==> src/rtl/fwb_pkg.sv <==
package fwb_pkg;

  typedef enum logic [2:0] {
    ST_IDLE    = 3'd0,
    ST_COUNT   = 3'd1,
    ST_DATA    = 3'd2,
    ST_CONFIRM = 3'd3,
    ST_DRAIN   = 3'd4
  } fwb_state_t;

  localparam logic [7:0] OP_LOAD    = 8'hE8;
  localparam logic [7:0] OP_CONFIRM = 8'hD0;

endpackage

==> src/rtl/fwb_ctrl.sv <==
module fwb_ctrl
  import fwb_pkg::*;
#(
  parameter int ADDR_W    = 23,
  parameter int BLK_LOG   = 17,
  parameter int BUF_BYTES = 32,
  localparam int OFF_W    = $clog2(BUF_BYTES),
  localparam int CNT_W    = OFF_W + 1,
  localparam int WIN_W    = ADDR_W - OFF_W,
  localparam int BLK_W    = ADDR_W - BLK_LOG
) (
  input  logic              clk,
  input  logic              rst_n,
  input  logic              bus_we,
  input  logic [ADDR_W-1:0] bus_addr,
  input  logic [15:0]       bus_wdata,
  input  logic              wide_mode,
  input  logic              drain_last,
  output logic              push_en,
  output logic              push_wide,
  output logic [OFF_W-1:0]  push_off,
  output logic [15:0]       push_data,
  output logic              buf_clear,
  output logic              drain_en,
  output logic [WIN_W-1:0]  win_base,
  output logic              err_prog,
  output logic              err_erase
);

  localparam logic [7:0] LIM_NARROW = 8'(BUF_BYTES - 1);
  localparam logic [7:0] LIM_WIDE   = 8'(BUF_BYTES / 2 - 1);

  fwb_state_t        st_q, st_d;
  logic [BLK_W-1:0]  blk_q, blk_d;
  logic [WIN_W-1:0]  win_q, win_d;
  logic              wide_q, wide_d;
  logic [CNT_W-1:0]  left_q, left_d;
  logic              first_q, first_d;
  logic              errp_q, errp_d;
  logic              erre_q, erre_d;

  logic [7:0]        cmd_byte;
  logic [BLK_W-1:0]  addr_blk;
  logic [WIN_W-1:0]  addr_win;
  logic [7:0]        cnt_lim;
  logic              in_range;

  assign cmd_byte = bus_wdata[7:0];
  assign addr_blk = bus_addr[ADDR_W-1:BLK_LOG];
  assign addr_win = bus_addr[ADDR_W-1:OFF_W];
  assign cnt_lim  = wide_mode ? LIM_WIDE : LIM_NARROW;
  // first data write is tied to the block, later ones to the window
  assign in_range = first_q ? (addr_blk == blk_q) : (addr_win == win_q);

  // next-state process
  always_comb begin
    st_d      = st_q;
    blk_d     = blk_q;
    win_d     = win_q;
    wide_d    = wide_q;
    left_d    = left_q;
    first_d   = first_q;
    errp_d    = errp_q;
    erre_d    = erre_q;
    push_en   = 1'b0;
    buf_clear = 1'b0;
    unique case (st_q)
      ST_IDLE: begin
        if (bus_we && cmd_byte == OP_LOAD) begin
          st_d   = ST_COUNT;
          blk_d  = addr_blk;
          errp_d = 1'b0;
          erre_d = 1'b0;
        end
      end
      ST_COUNT: begin
        if (bus_we) begin
          if (cmd_byte > cnt_lim) begin
            st_d   = ST_IDLE;
            errp_d = 1'b1;
          end else begin
            st_d      = ST_DATA;
            wide_d    = wide_mode;
            left_d    = CNT_W'(cmd_byte[OFF_W-1:0]) + CNT_W'(1);
            first_d   = 1'b1;
            buf_clear = 1'b1;
          end
        end
      end
      ST_DATA: begin
        if (bus_we) begin
          if (!in_range) begin
            st_d   = ST_IDLE;
            errp_d = 1'b1;
          end else begin
            push_en = 1'b1;
            first_d = 1'b0;
            if (first_q) win_d = addr_win;
            left_d = left_q - CNT_W'(1);
            if (left_q == CNT_W'(1)) st_d = ST_CONFIRM;
          end
        end
      end
      ST_CONFIRM: begin
        if (bus_we) begin
          if (cmd_byte == OP_CONFIRM) begin
            st_d = ST_DRAIN;
          end else begin
            st_d   = ST_IDLE;
            errp_d = 1'b1;
            erre_d = 1'b1;
          end
        end
      end
      ST_DRAIN: begin
        if (drain_last) st_d = ST_IDLE;
      end
      default: st_d = ST_IDLE;
    endcase
  end

  // register process
  always_ff @(posedge clk or negedge rst_n) begin
    if (!rst_n) begin
      st_q    <= ST_IDLE;
      blk_q   <= '0;
      win_q   <= '0;
      wide_q  <= 1'b0;
      left_q  <= '0;
      first_q <= 1'b0;
      errp_q  <= 1'b0;
      erre_q  <= 1'b0;
    end else begin
      st_q    <= st_d;
      blk_q   <= blk_d;
      win_q   <= win_d;
      wide_q  <= wide_d;
      left_q  <= left_d;
      first_q <= first_d;
      errp_q  <= errp_d;
      erre_q  <= erre_d;
    end
  end

  assign push_wide = wide_q;
  assign push_off  = wide_q ? {bus_addr[OFF_W-1:1], 1'b0} : bus_addr[OFF_W-1:0];
  assign push_data = bus_wdata;
  assign drain_en  = (st_q == ST_DRAIN);
  assign win_base  = win_q;
  assign err_prog  = errp_q;
  assign err_erase = erre_q;

  // an oversized count returns to idle with the program error set
  p_count_abort_r3: assert property (@(posedge clk) disable iff (!rst_n)
    (st_q == ST_COUNT && bus_we && cmd_byte > cnt_lim) |=> (st_q == ST_IDLE && err_prog));

  // a wrong confirm byte raises both error flags and never drains
  p_bad_confirm_r7: assert property (@(posedge clk) disable iff (!rst_n)
    (st_q == ST_CONFIRM && bus_we && cmd_byte != OP_CONFIRM)
      |=> (st_q == ST_IDLE && err_prog && err_erase));

  // programming only ever begins straight out of the confirm step
  p_drain_entry_r8: assert property (@(posedge clk) disable iff (!rst_n)
    $rose(drain_en) |-> $past(st_q) == ST_CONFIRM);

  // host traffic cannot pull the loader out of the drain
  p_drain_ignore_r10: assert property (@(posedge clk) disable iff (!rst_n)
    (st_q == ST_DRAIN && !drain_last) |=> st_q == ST_DRAIN);

endmodule

==> src/rtl/fwb_buf.sv <==
module fwb_buf #(
  parameter int DEPTH  = 32,
  localparam int OFF_W = $clog2(DEPTH),
  localparam int PTR_W = OFF_W + 1
) (
  input  logic             clk,
  input  logic             rst_n,
  input  logic             clear,
  input  logic             push_en,
  input  logic             push_wide,
  input  logic [OFF_W-1:0] push_off,
  input  logic [15:0]      push_data,
  input  logic             drain_en,
  input  logic             prog_ready,
  output logic             prog_valid,
  output logic [OFF_W-1:0] out_off,
  output logic [7:0]       out_data,
  output logic             drain_last
);

  logic [OFF_W-1:0] off_mem [DEPTH];
  logic [7:0]       dat_mem [DEPTH];
  logic [PTR_W-1:0] wr_q, wr_d;
  logic [PTR_W-1:0] rd_q, rd_d;
  logic [DEPTH-1:0] we_lo, we_hi;
  logic [PTR_W-1:0] wr_plus1;
  logic             take;

  assign wr_plus1 = wr_q + PTR_W'(1);

  // per-entry write enables: low byte at the fill pointer, high byte next
  for (genvar gi = 0; gi < DEPTH; gi++) begin : g_we
    assign we_lo[gi] = push_en && (wr_q == PTR_W'(gi));
    assign we_hi[gi] = push_en && push_wide && (wr_plus1 == PTR_W'(gi));
  end

  always_ff @(posedge clk) begin
    for (int i = 0; i < DEPTH; i++) begin
      if (we_lo[i]) begin
        off_mem[i] <= push_off;
        dat_mem[i] <= push_data[7:0];
      end else if (we_hi[i]) begin
        off_mem[i] <= push_off | OFF_W'(1);
        dat_mem[i] <= push_data[15:8];
      end
    end
  end

  assign prog_valid = drain_en && (rd_q != wr_q);
  assign take       = prog_valid && prog_ready;
  assign drain_last = take && (rd_q + PTR_W'(1) == wr_q);
  assign out_off    = off_mem[rd_q[OFF_W-1:0]];
  assign out_data   = dat_mem[rd_q[OFF_W-1:0]];

  always_comb begin
    wr_d = wr_q;
    rd_d = rd_q;
    if (clear) begin
      wr_d = '0;
      rd_d = '0;
    end else begin
      if (push_en) wr_d = wr_q + (push_wide ? PTR_W'(2) : PTR_W'(1));
      if (take)    rd_d = rd_q + PTR_W'(1);
    end
  end

  always_ff @(posedge clk or negedge rst_n) begin
    if (!rst_n) begin
      wr_q <= '0;
      rd_q <= '0;
    end else begin
      wr_q <= wr_d;
      rd_q <= rd_d;
    end
  end

  // a push never runs past the buffer
  p_no_overflow_r4: assert property (@(posedge clk) disable iff (!rst_n)
    push_en |-> (32'(wr_q) + (push_wide ? 32'd2 : 32'd1)) <= 32'(DEPTH));

  // an offered byte stays put until the engine takes it
  p_hold_offer_r9: assert property (@(posedge clk) disable iff (!rst_n)
    (prog_valid && !prog_ready) |=> (prog_valid && $stable(out_off) && $stable(out_data)));

endmodule

==> src/rtl/fwb_loader.sv <==
module fwb_loader
  import fwb_pkg::*;
#(
  parameter int ADDR_W    = 23,
  parameter int BLK_LOG   = 17,
  parameter int BUF_BYTES = 32
) (
  input  logic              clk,
  input  logic              rst_n,
  input  logic              bus_we,
  input  logic [ADDR_W-1:0] bus_addr,
  input  logic [15:0]       bus_wdata,
  input  logic              wide_mode,
  input  logic              prog_ready,
  output logic              xsr_avail,
  output logic              sts_ready,
  output logic              err_prog,
  output logic              err_erase,
  output logic              prog_valid,
  output logic [ADDR_W-1:0] prog_addr,
  output logic [7:0]        prog_data
);

  localparam int OFF_W = $clog2(BUF_BYTES);
  localparam int WIN_W = ADDR_W - OFF_W;

  // reset: asserted asynchronously, released on the clock
  logic rst_meta_q, rst_sync_q;
  always_ff @(posedge clk or negedge rst_n) begin
    if (!rst_n) begin
      rst_meta_q <= 1'b0;
      rst_sync_q <= 1'b0;
    end else begin
      rst_meta_q <= 1'b1;
      rst_sync_q <= rst_meta_q;
    end
  end

  logic             push_en, push_wide, buf_clear, drain_en, drain_last;
  logic [OFF_W-1:0] push_off, out_off;
  logic [15:0]      push_data;
  logic [WIN_W-1:0] win_base;

  fwb_ctrl #(
    .ADDR_W    (ADDR_W),
    .BLK_LOG   (BLK_LOG),
    .BUF_BYTES (BUF_BYTES)
  ) i_ctrl (
    .clk        (clk),
    .rst_n      (rst_sync_q),
    .bus_we     (bus_we),
    .bus_addr   (bus_addr),
    .bus_wdata  (bus_wdata),
    .wide_mode  (wide_mode),
    .drain_last (drain_last),
    .push_en    (push_en),
    .push_wide  (push_wide),
    .push_off   (push_off),
    .push_data  (push_data),
    .buf_clear  (buf_clear),
    .drain_en   (drain_en),
    .win_base   (win_base),
    .err_prog   (err_prog),
    .err_erase  (err_erase)
  );

  fwb_buf #(
    .DEPTH (BUF_BYTES)
  ) i_buf (
    .clk        (clk),
    .rst_n      (rst_sync_q),
    .clear      (buf_clear),
    .push_en    (push_en),
    .push_wide  (push_wide),
    .push_off   (push_off),
    .push_data  (push_data),
    .drain_en   (drain_en),
    .prog_ready (prog_ready),
    .prog_valid (prog_valid),
    .out_off    (out_off),
    .out_data   (out_data_w),
    .drain_last (drain_last)
  );

  logic [7:0] out_data_w;

  assign prog_addr = {win_base, out_off};
  assign prog_data = out_data_w;
  assign xsr_avail = !drain_en;
  assign sts_ready = !drain_en;

endmodule

==> config.mk <==
export PLATFORM = sky130hd
export DESIGN_NAME = fwb_loader
export DESIGN_NICKNAME = d
export VERILOG_FILES = /design/src/rtl/fwb_pkg.sv /design/src/rtl/fwb_ctrl.sv /design/src/rtl/fwb_buf.sv /design/src/rtl/fwb_loader.sv
export SDC_FILE = /design/constraint.sdc
export NUM_CORES = 1
export LEC_CHECK = 0
export ABC_AREA = 1
export BUFFER_PORTS_ARGS = -buffer_cell sky130_fd_sc_hd__clkbuf_2
export CAP_MARGIN = 20
export CORE_UTILIZATION = 40
export DETAILED_ROUTE_END_ITERATION = 16
export PLACE_DENSITY = 0.57
export SYNTH_ARGS = -nofsm -noshare
export SYNTH_HDL_FRONTEND = slang
export SYNTH_SLANG_ARGS = --single-unit
==> constraint.sdc <==
create_clock -name clk -period 1.8 [get_ports clk]
set_input_delay 0 -clock clk [delete_from_list [all_inputs] [get_ports clk]]
set_output_delay 0 -clock clk [all_outputs]
set_load 0.01 [all_outputs]
==> results of run 1 <==
## cell families after synthesis
kind of cell	synth area share, %
other	0.0162
buffers and inverters	5.64
XOR/XNOR	0.681
adder cells (fa/ha/maj)	0.519
flip-flops	59.4
AND/OR/NAND/NOR	16.8
AO/OA/AOI/OAI	16.9
## per-layer routing
metal	vias to the layer above	GRT usage (%)
li1	9537	-
met5	-	0
met3	183	4.69
met4	0	8.92
met2	1066	43.5
met1	10200	37.8
## sequential cells by signal, indices dropped and copies added, names as in the netlist, 3 cells and up
register,count
i_buf.dat_mem,256
i_buf.off_mem,160
i_ctrl.win_base,18
i_buf.rd_q,6
i_buf.wr_q,6
i_ctrl.blk_q,6
i_ctrl.left_q,6
i_ctrl.st_q,3
## repair_timing
| item | CTS | global route |
|---|---|---|
| gates cloned | 19 | 28 |
| pin swaps | 49 | 62 |
| hold endpoints to repair | 111 | 0 |
| hold buffers | 34 | 0 |
| endpoints found under the setup margin | 754 | 771 |
| setup buffers | 57 | 31 |
| gates resized for setup | 215 | 266 |
## cell type report
type	count	area (µm²)	share of cell area (%)
Sequential cell	467	13800	43.0
Multi-Input combinational cell	1743	9490	29.6
Timing Repair Buffer	531	5710	17.8
Clock buffer	67	1390	4.33
Tap cell	756	946	2.95
Inverter	123	502	1.57
Clock inverter	25	216	0.675
Timing Repair inverter	1	16.3	0.0508
Antenna cell	1	2.50	0.00781
## worst paths after layout
kind / slack [ps] / endpoint / from / cells after the start
worst max-delay path: -900 / i_buf.off_mem[2][2]$_DFFE_PP_ / i_ctrl.win_base[11]$_DFFE_PN0P_ / 18
worst min-delay path: 20 / i_buf.off_mem[3][4]$_DFFE_PP_ / bus_addr[4] / 2
worst max register to register: -900 / i_buf.off_mem[2][2]$_DFFE_PP_ / i_ctrl.win_base[11]$_DFFE_PN0P_ / 18
worst min register to register: 170 / i_buf.rd_q[0]$_DFFE_PN0P_ / rst_sync_q$_DFF_PN0_ / 0
max in group asynchronous: 970 / i_ctrl.win_base[11]$_DFFE_PN0P_ / rst_sync_q$_DFF_PN0_ / 1
min in group asynchronous: 170 / i_buf.rd_q[0]$_DFFE_PN0P_ / rst_sync_q$_DFF_PN0_ / 0
## Yosys cell counts (10+ instances only)
library cell  count  area share (%)
inv_1           114             1.8
edfxtp_1        415              54
buf_4            11            0.36
o21ai_1          30            0.65
nor2_2           23            0.62
a21oi_1          15            0.32
nor2_8           10            0.86
nand2_1         534             8.7
nand3_1          21            0.45
dfrtp_1          51             5.5
o21ai_0         575              12
nor2_1          342             5.5
buf_2            35            0.76
o22ai_1         129             3.5
xor2_1           12            0.45
clkbuf_1        146             2.4
## metrics by stage
step	utilization [%]	total power [mW]	TNS [ps]
floorplan	-	19.6	-211640
global placement	47.8	26.3	-335970
detailed placement	47.8	26.4	-361050
CTS	54.2	38.3	-366640
global route	56.4	41.5	-527770
finish	56.4	40.0	-466220
## worst register-to-register path, delay by kind of cell, from the launching register on
family,cells,cell delay [ps]
DFF,1,430
buffers and inverters,8,940
and+or+nand+nor,8,810
AOI/OAI and AO/OA,2,230
## where the power goes
| group | switching (mW) | leakage (nW) | internal, mW |
|---|---|---|---|
| combinational | 10.5 | 6.80 | 6.80 |
| sequential | 0.310 | 4.41 | 12.1 |
| clock | 4.37 | 0.773 | 5.97 |
| total | 15.2 | 12.0 | 24.8 |
==> impl_metrics.csv, run 1 <==
group,metric,value,unit
power_and_ir_drop,vdd.ir_drop.worst,0.812,mV
worst_setup_path,path_max_fanout,13,
floorplan,die_y,243,µm
grt,antenna_found_initial,1,
detailed_routing,wl_met2,39.0,mm
timing,period_needed,2700,ps
worst_setup_path,crit_family,"buffers and inverters",
clock_tree,root_buffer,"clkbuf_16",
timing,fin_crit_sh,150,%
detailed_routing,drcViolationCount,0,
synthesis,synthCells,2519,
finish,final_common_cell,"nand2_1",
timing,finalHoldViolCount,0,
clock_tree,clockBufferDepth,3,
clock_tree,clkTransAtPathRegs,60,ps
timing,fin_skew,20.8,ps
synthesis,synth_edf_count,415,
detailed_routing,first_iter_violations,2459,
synthesis,ys_warn_count,0,
detailed_routing,wl_per_cell,22.9,µm
detailed_routing,ant_nets,0,
clock_tree,clk-insertion-delay-late,610,ps
floorplan,core,56800,µm²
run_status,status,"finished, violations left",
synthesis,avgSynthCellArea,9.19,µm²
synthesis,async_reset_ff_share,10.9,%
min_path,hold_class,"primary input to register",
grt,grt_max_degree,36,
detailed_routing,first_pass_iters,6,
worst_setup_path,arrival,3010,ps
worst_setup_path,cp_data_required_time,2110,ps
worst_setup_path,cp_slowest_stage_delay,430,ps
worst_setup_path,cp_slowest_cell,"dfrtp_2",
timing,worst_pin_slew,615,ps
power_and_ir_drop,p_leak,12.0,nW
timing,rsz0062_at_grt,"yes",
place,hpwlAfterDp,51.9,mm
clock_tree,cts_tree,"done",
place,placed_area,27200,µm²
worst_setup_path,crit_chain,"inv_1 > nand2_1 > o21ai_1 > nor2_1 > nand2_1 > nor2_2 > nand3_2 > nand2_4 > nand3_4 > buf_12 > buf_12 > buf_8 > nor2_4 > buf_6 > inv_4 > buf_6 > o21ai_4 > buf_12",
timing,worst_slack,-900,ps
finish,final_cell_mix,"nand2_1, edfxtp_1, o21ai_0",
finish,fillers,4822,
power_and_ir_drop,powerDensity,1250,nW/µm²
detailed_routing,via_count,21000,
clock_tree,cts_buffers,52,
clock_tree,htreeDepth,2,
floorplan,rows,87,
synthesis,syn-cell-area,23200,µm²
finish,finalNonFillerCells,3714,
synthesis,synth-seq-area-share,59.4,%
synthesis,ys_types,37,
synthesis,synth_fp_nets,2572,
timing,setup_violations,764,
synthesis,ys_ff_latch,467,
detailed_routing,routed_wl,84.9,mm
detailed_routing,wl_met3,8.24,mm
run_status,failed_checks,"setup timing",
detailed_routing,wl_met1,34.7,mm
timing,max_freq,370,MHz
finish,nets,2972,
finish,fin_area,32000,µm²
grt,grt_overflow_total,0,
grt,grt_usage,27.3,%
synthesis,synthFlopType,"edfxtp_1",
finish,area_growth,38.4,%
grt,first_global_vias,19800,
worst_setup_path,critPathBufInv,8,
worst_setup_path,crit_top_cell,"buf_12",
worst_setup_path,start_kind,"register",
timing,drv_slew,0,
floorplan,die_area,58900,µm²
place,placed_cells,3466,
floorplan,die_w,243,µm
worst_setup_path,critPathCaptureType,"register",
timing,max-slew-margin-rel,59.0,%
detailed_routing,routed.top_layer,"met4",
grt,grt_pass1_wl,122,mm
place,gp_congestion,0.931,
timing,whs,17.8,ps
floorplan,pin_count,80,
finish,drive_gt1_share,28.4,%
place,dp_slack,-650,ps
clock_tree,clkSinkCount,467,
detailed_routing,post_drt_via_cell_ratio,5.66,
place,port_buffers,79,
floorplan,start_util,40.8,%
run,drv_cap,0,
worst_setup_path,path_class,"register to register",
No activity file was read; power rests on OpenSTA's default activity.
==> run 2: changes to the inputs <==
Settings changed: CORE_MARGIN set to 2, PLACE_DENSITY 0.57 to 0.54.
Clock period 1.8 ns to 2.9 ns, I/O delays scaled along.
==> impl_metrics.csv, run 2 (same netlist as run 1, synthesis figures left out) <==
group,metric,value,unit
finish,multi_input_area,8170,µm²
worst_setup_path,critPathBufInv,4,
power_and_ir_drop,p_sw,8.50,mW
finish,finalNonFillerCells,3399,
power_and_ir_drop,powerDensity,834,nW/µm²
floorplan,die_w,245,µm
clock_tree,cts_tree,"done",
clock_tree,clkSinkCount,467,
timing,rsz0062_at_grt,"no",
worst_setup_path,cp_slowest_cell,"dfrtp_4",
place,dp_slack,249,ps
timing,max-slew-margin-rel,31.0,%
finish,area_growth,15.8,%
timing,max_freq,354,MHz
worst_setup_path,crit_family,"compound AO/OA/AOI/OAI gates",
worst_setup_path,critPathCaptureType,"output port",
finish,fin_area,26800,µm²
finish,fillers,5478,
power_and_ir_drop,pwr-share-seq,34.3,%
floorplan,pin_count,80,
timing,fin_skew,17.9,ps
floorplan,die_area,59800,µm²
clock_tree,root_buffer,"clkbuf_16",
floorplan,core,57500,µm²
power_and_ir_drop,p_leak,9.59,nW
place,placed_area,24600,µm²
clock_tree,clk-insertion-delay-late,600,ps
finish,final_common_cell,"o21ai_0",
timing,whs,197,ps
power_and_ir_drop,power,22.4,mW
clock_tree,clockBufferDepth,3,
power_and_ir_drop,p_clk_share,29.5,%
timing,drv_slew,0,
clock_tree,clkTransAtPathRegs,60,ps
finish,final_cell_mix,"o21ai_0, nand2_1, edfxtp_1",
grt,grt_overflow_total,0,
grt,grt_usage,24.1,%
timing,finalHoldViolCount,0,
floorplan,die_y,245,µm
grt,first_global_vias,18000,
finish,regMostFlops,"i_buf.dat_mem",
detailed_routing,first_pass_iters,5,
detailed_routing,first_iter_violations,1882,
detailed_routing,drcViolationCount,0,
worst_setup_path,path_class,"register to output port",
place,placed_cells,3262,
floorplan,rows,88,
timing,period_needed,2820,ps
power_and_ir_drop,comb_power_share,36.2,%
detailed_routing,wl_per_cell,21.5,µm
min_path,hold_class,"primary input to register",
grt,grt_max_degree,78,
timing,worst_slack,75.1,ps
finish,diodes,0,
run,drv_cap,0,
power_and_ir_drop,vdd.ir_drop.worst,0.428,mV
finish,regArea,13800,µm²
power_and_ir_drop,sw_frac_of_total,38.0,%
clock_tree,cts_buffers,52,
detailed_routing,post_drt_via_cell_ratio,5.51,
worst_setup_path,cp_data_required_time,2900,ps
worst_setup_path,start_kind,"register",
run_status,status,"finished, final reports clean",
finish,largest_register_ffs,256,
timing,worst_pin_slew,1030,ps
floorplan,start_util,40.3,%
place,gp_congestion,0.921,
power_and_ir_drop,power.internal,13.9,mW
detailed_routing,routed_wl,72.9,mm
finish,nets,2647,
detailed_routing,ant_nets,0,
place,hpwlAfterDp,47.5,mm
detailed_routing,via_count,18700,
worst_setup_path,path_max_fanout,32,
clock_tree,htreeDepth,2,
worst_setup_path,cp_slowest_stage_delay,510,ps
place,port_buffers,79,
timing,setup_violations,0,
timing,fin_crit_sh,97.4,%
grt,antenna_found_initial,0,
grt,grt_pass1_wl,110,mm
finish,drive_gt1_share,12.2,%
worst_setup_path,crit_chain,"clkinv_2 > buf_12 > buf_12 > o21ai_0 > o22ai_2 > nand2_1 > a21oi_1 > o21ai_1 > nand2_1 > clkbuf_2",
worst_setup_path,arrival,2820,ps
run 2: cell types whose count changed in the layout (fill, tap and decap cells not counted), moves of 28 or more:
| cell | before | now |
|---|---|---|
| buf_4 | 241 | 85 |
| o21ai_0 | 408 | 537 |
| o21ai_1 | 136 | 66 |
| buf_12 | 82 | 13 |
| nand2_1 | 467 | 533 |
| buf_6 | 62 | 1 |
| nand2_2 | 38 | 1 |
| o21ai_4 | 33 | 0 |
| nor2_1 | 314 | 342 |
| nor2_4 | 28 | 0 |
run 2: worst register-to-register path, stage by stage, from the launching register on:
cell and delay [ps]:
dfrtp_1 500, nand2_1 160, nor2_1 190, inv_2 90, nor2_1 130, o22ai_1 100, or2_1 250, inv_1 400
nand2_1 200, o21ai_1 120, buf_4 250
run 2: worst paths after layout:
check / slack, ps / end / cells after the start / from
setup reg to reg: 190 / i_buf.off_mem[12][3]$_DFFE_PP_ / 10 / i_buf.wr_q[1]$_DFFE_PN0P_
max in group asynchronous: 1810 / i_ctrl.win_base[7]$_DFFE_PN0P_ / 1 / rst_sync_q$_DFF_PN0_
hold reg to reg: 350 / i_ctrl.left_q[4]$_DFFE_PN0P_ / 0 / rst_sync_q$_DFF_PN0_
hold / removal: 200 / i_buf.off_mem[22][4]$_DFFE_PP_ / 1 / bus_addr[4]
setup / recovery: 80 / prog_data[0] / 10 / i_buf.rd_q[1]$_DFFE_PN0P_
min in group asynchronous: 260 / rst_meta_q$_DFF_PN0_ / 3 / rst_n
run 2: what timing repair did:
item,4_1_cts,5_1_grt
gates cloned,1,1
setup endpoints to repair,13,11
pin swaps,1,0
hold endpoints to repair,58,0
hold buffers,33,0
gates resized for setup,13,19
setup buffers,2,6
run 2: layout make-up:
cell class,count,area share (%)
flip-flops and latches,467,51.4
multi-input cells,1732,30.5
repair buffers,217,6.54
clock buffers,65,5.19
well taps,765,3.57
inverters,123,1.79
clock inverters,29,1.05
repair inverters,1,0.0327
run 2: through the flow:
stage / setup TNS [ps] / util [%]
2_1_floorplan: -17280 / -
3_3_place_gp: 0 / 42.7
3_5_place_dp: 0 / 42.7
4_1_cts: -59.0 / 46.4
5_1_grt: 0 / 46.6
6_report: 0 / 46.6
run 2: power by group through the flow:
stage	Combinational (mW)	Clock, mW	Sequential (mW)
finish	8.10	6.60	7.67
global route	8.75	6.95	7.68
CTS	7.66	6.69	7.71
detailed placement	7.45	0	7.85
global placement	7.43	0	7.84
floorplan	4.47	0	7.69
run 2: per-layer routing:
layer  part of all wire (%)  vias to the layer above  track usage (%)
li1                       -                     8823                -
met1                     44                     9000             33.7
met2                     45                      766             37.6
met3                    7.5                      137             4.19
met4                    3.5                        0             8.95
met5                      0                        -                0
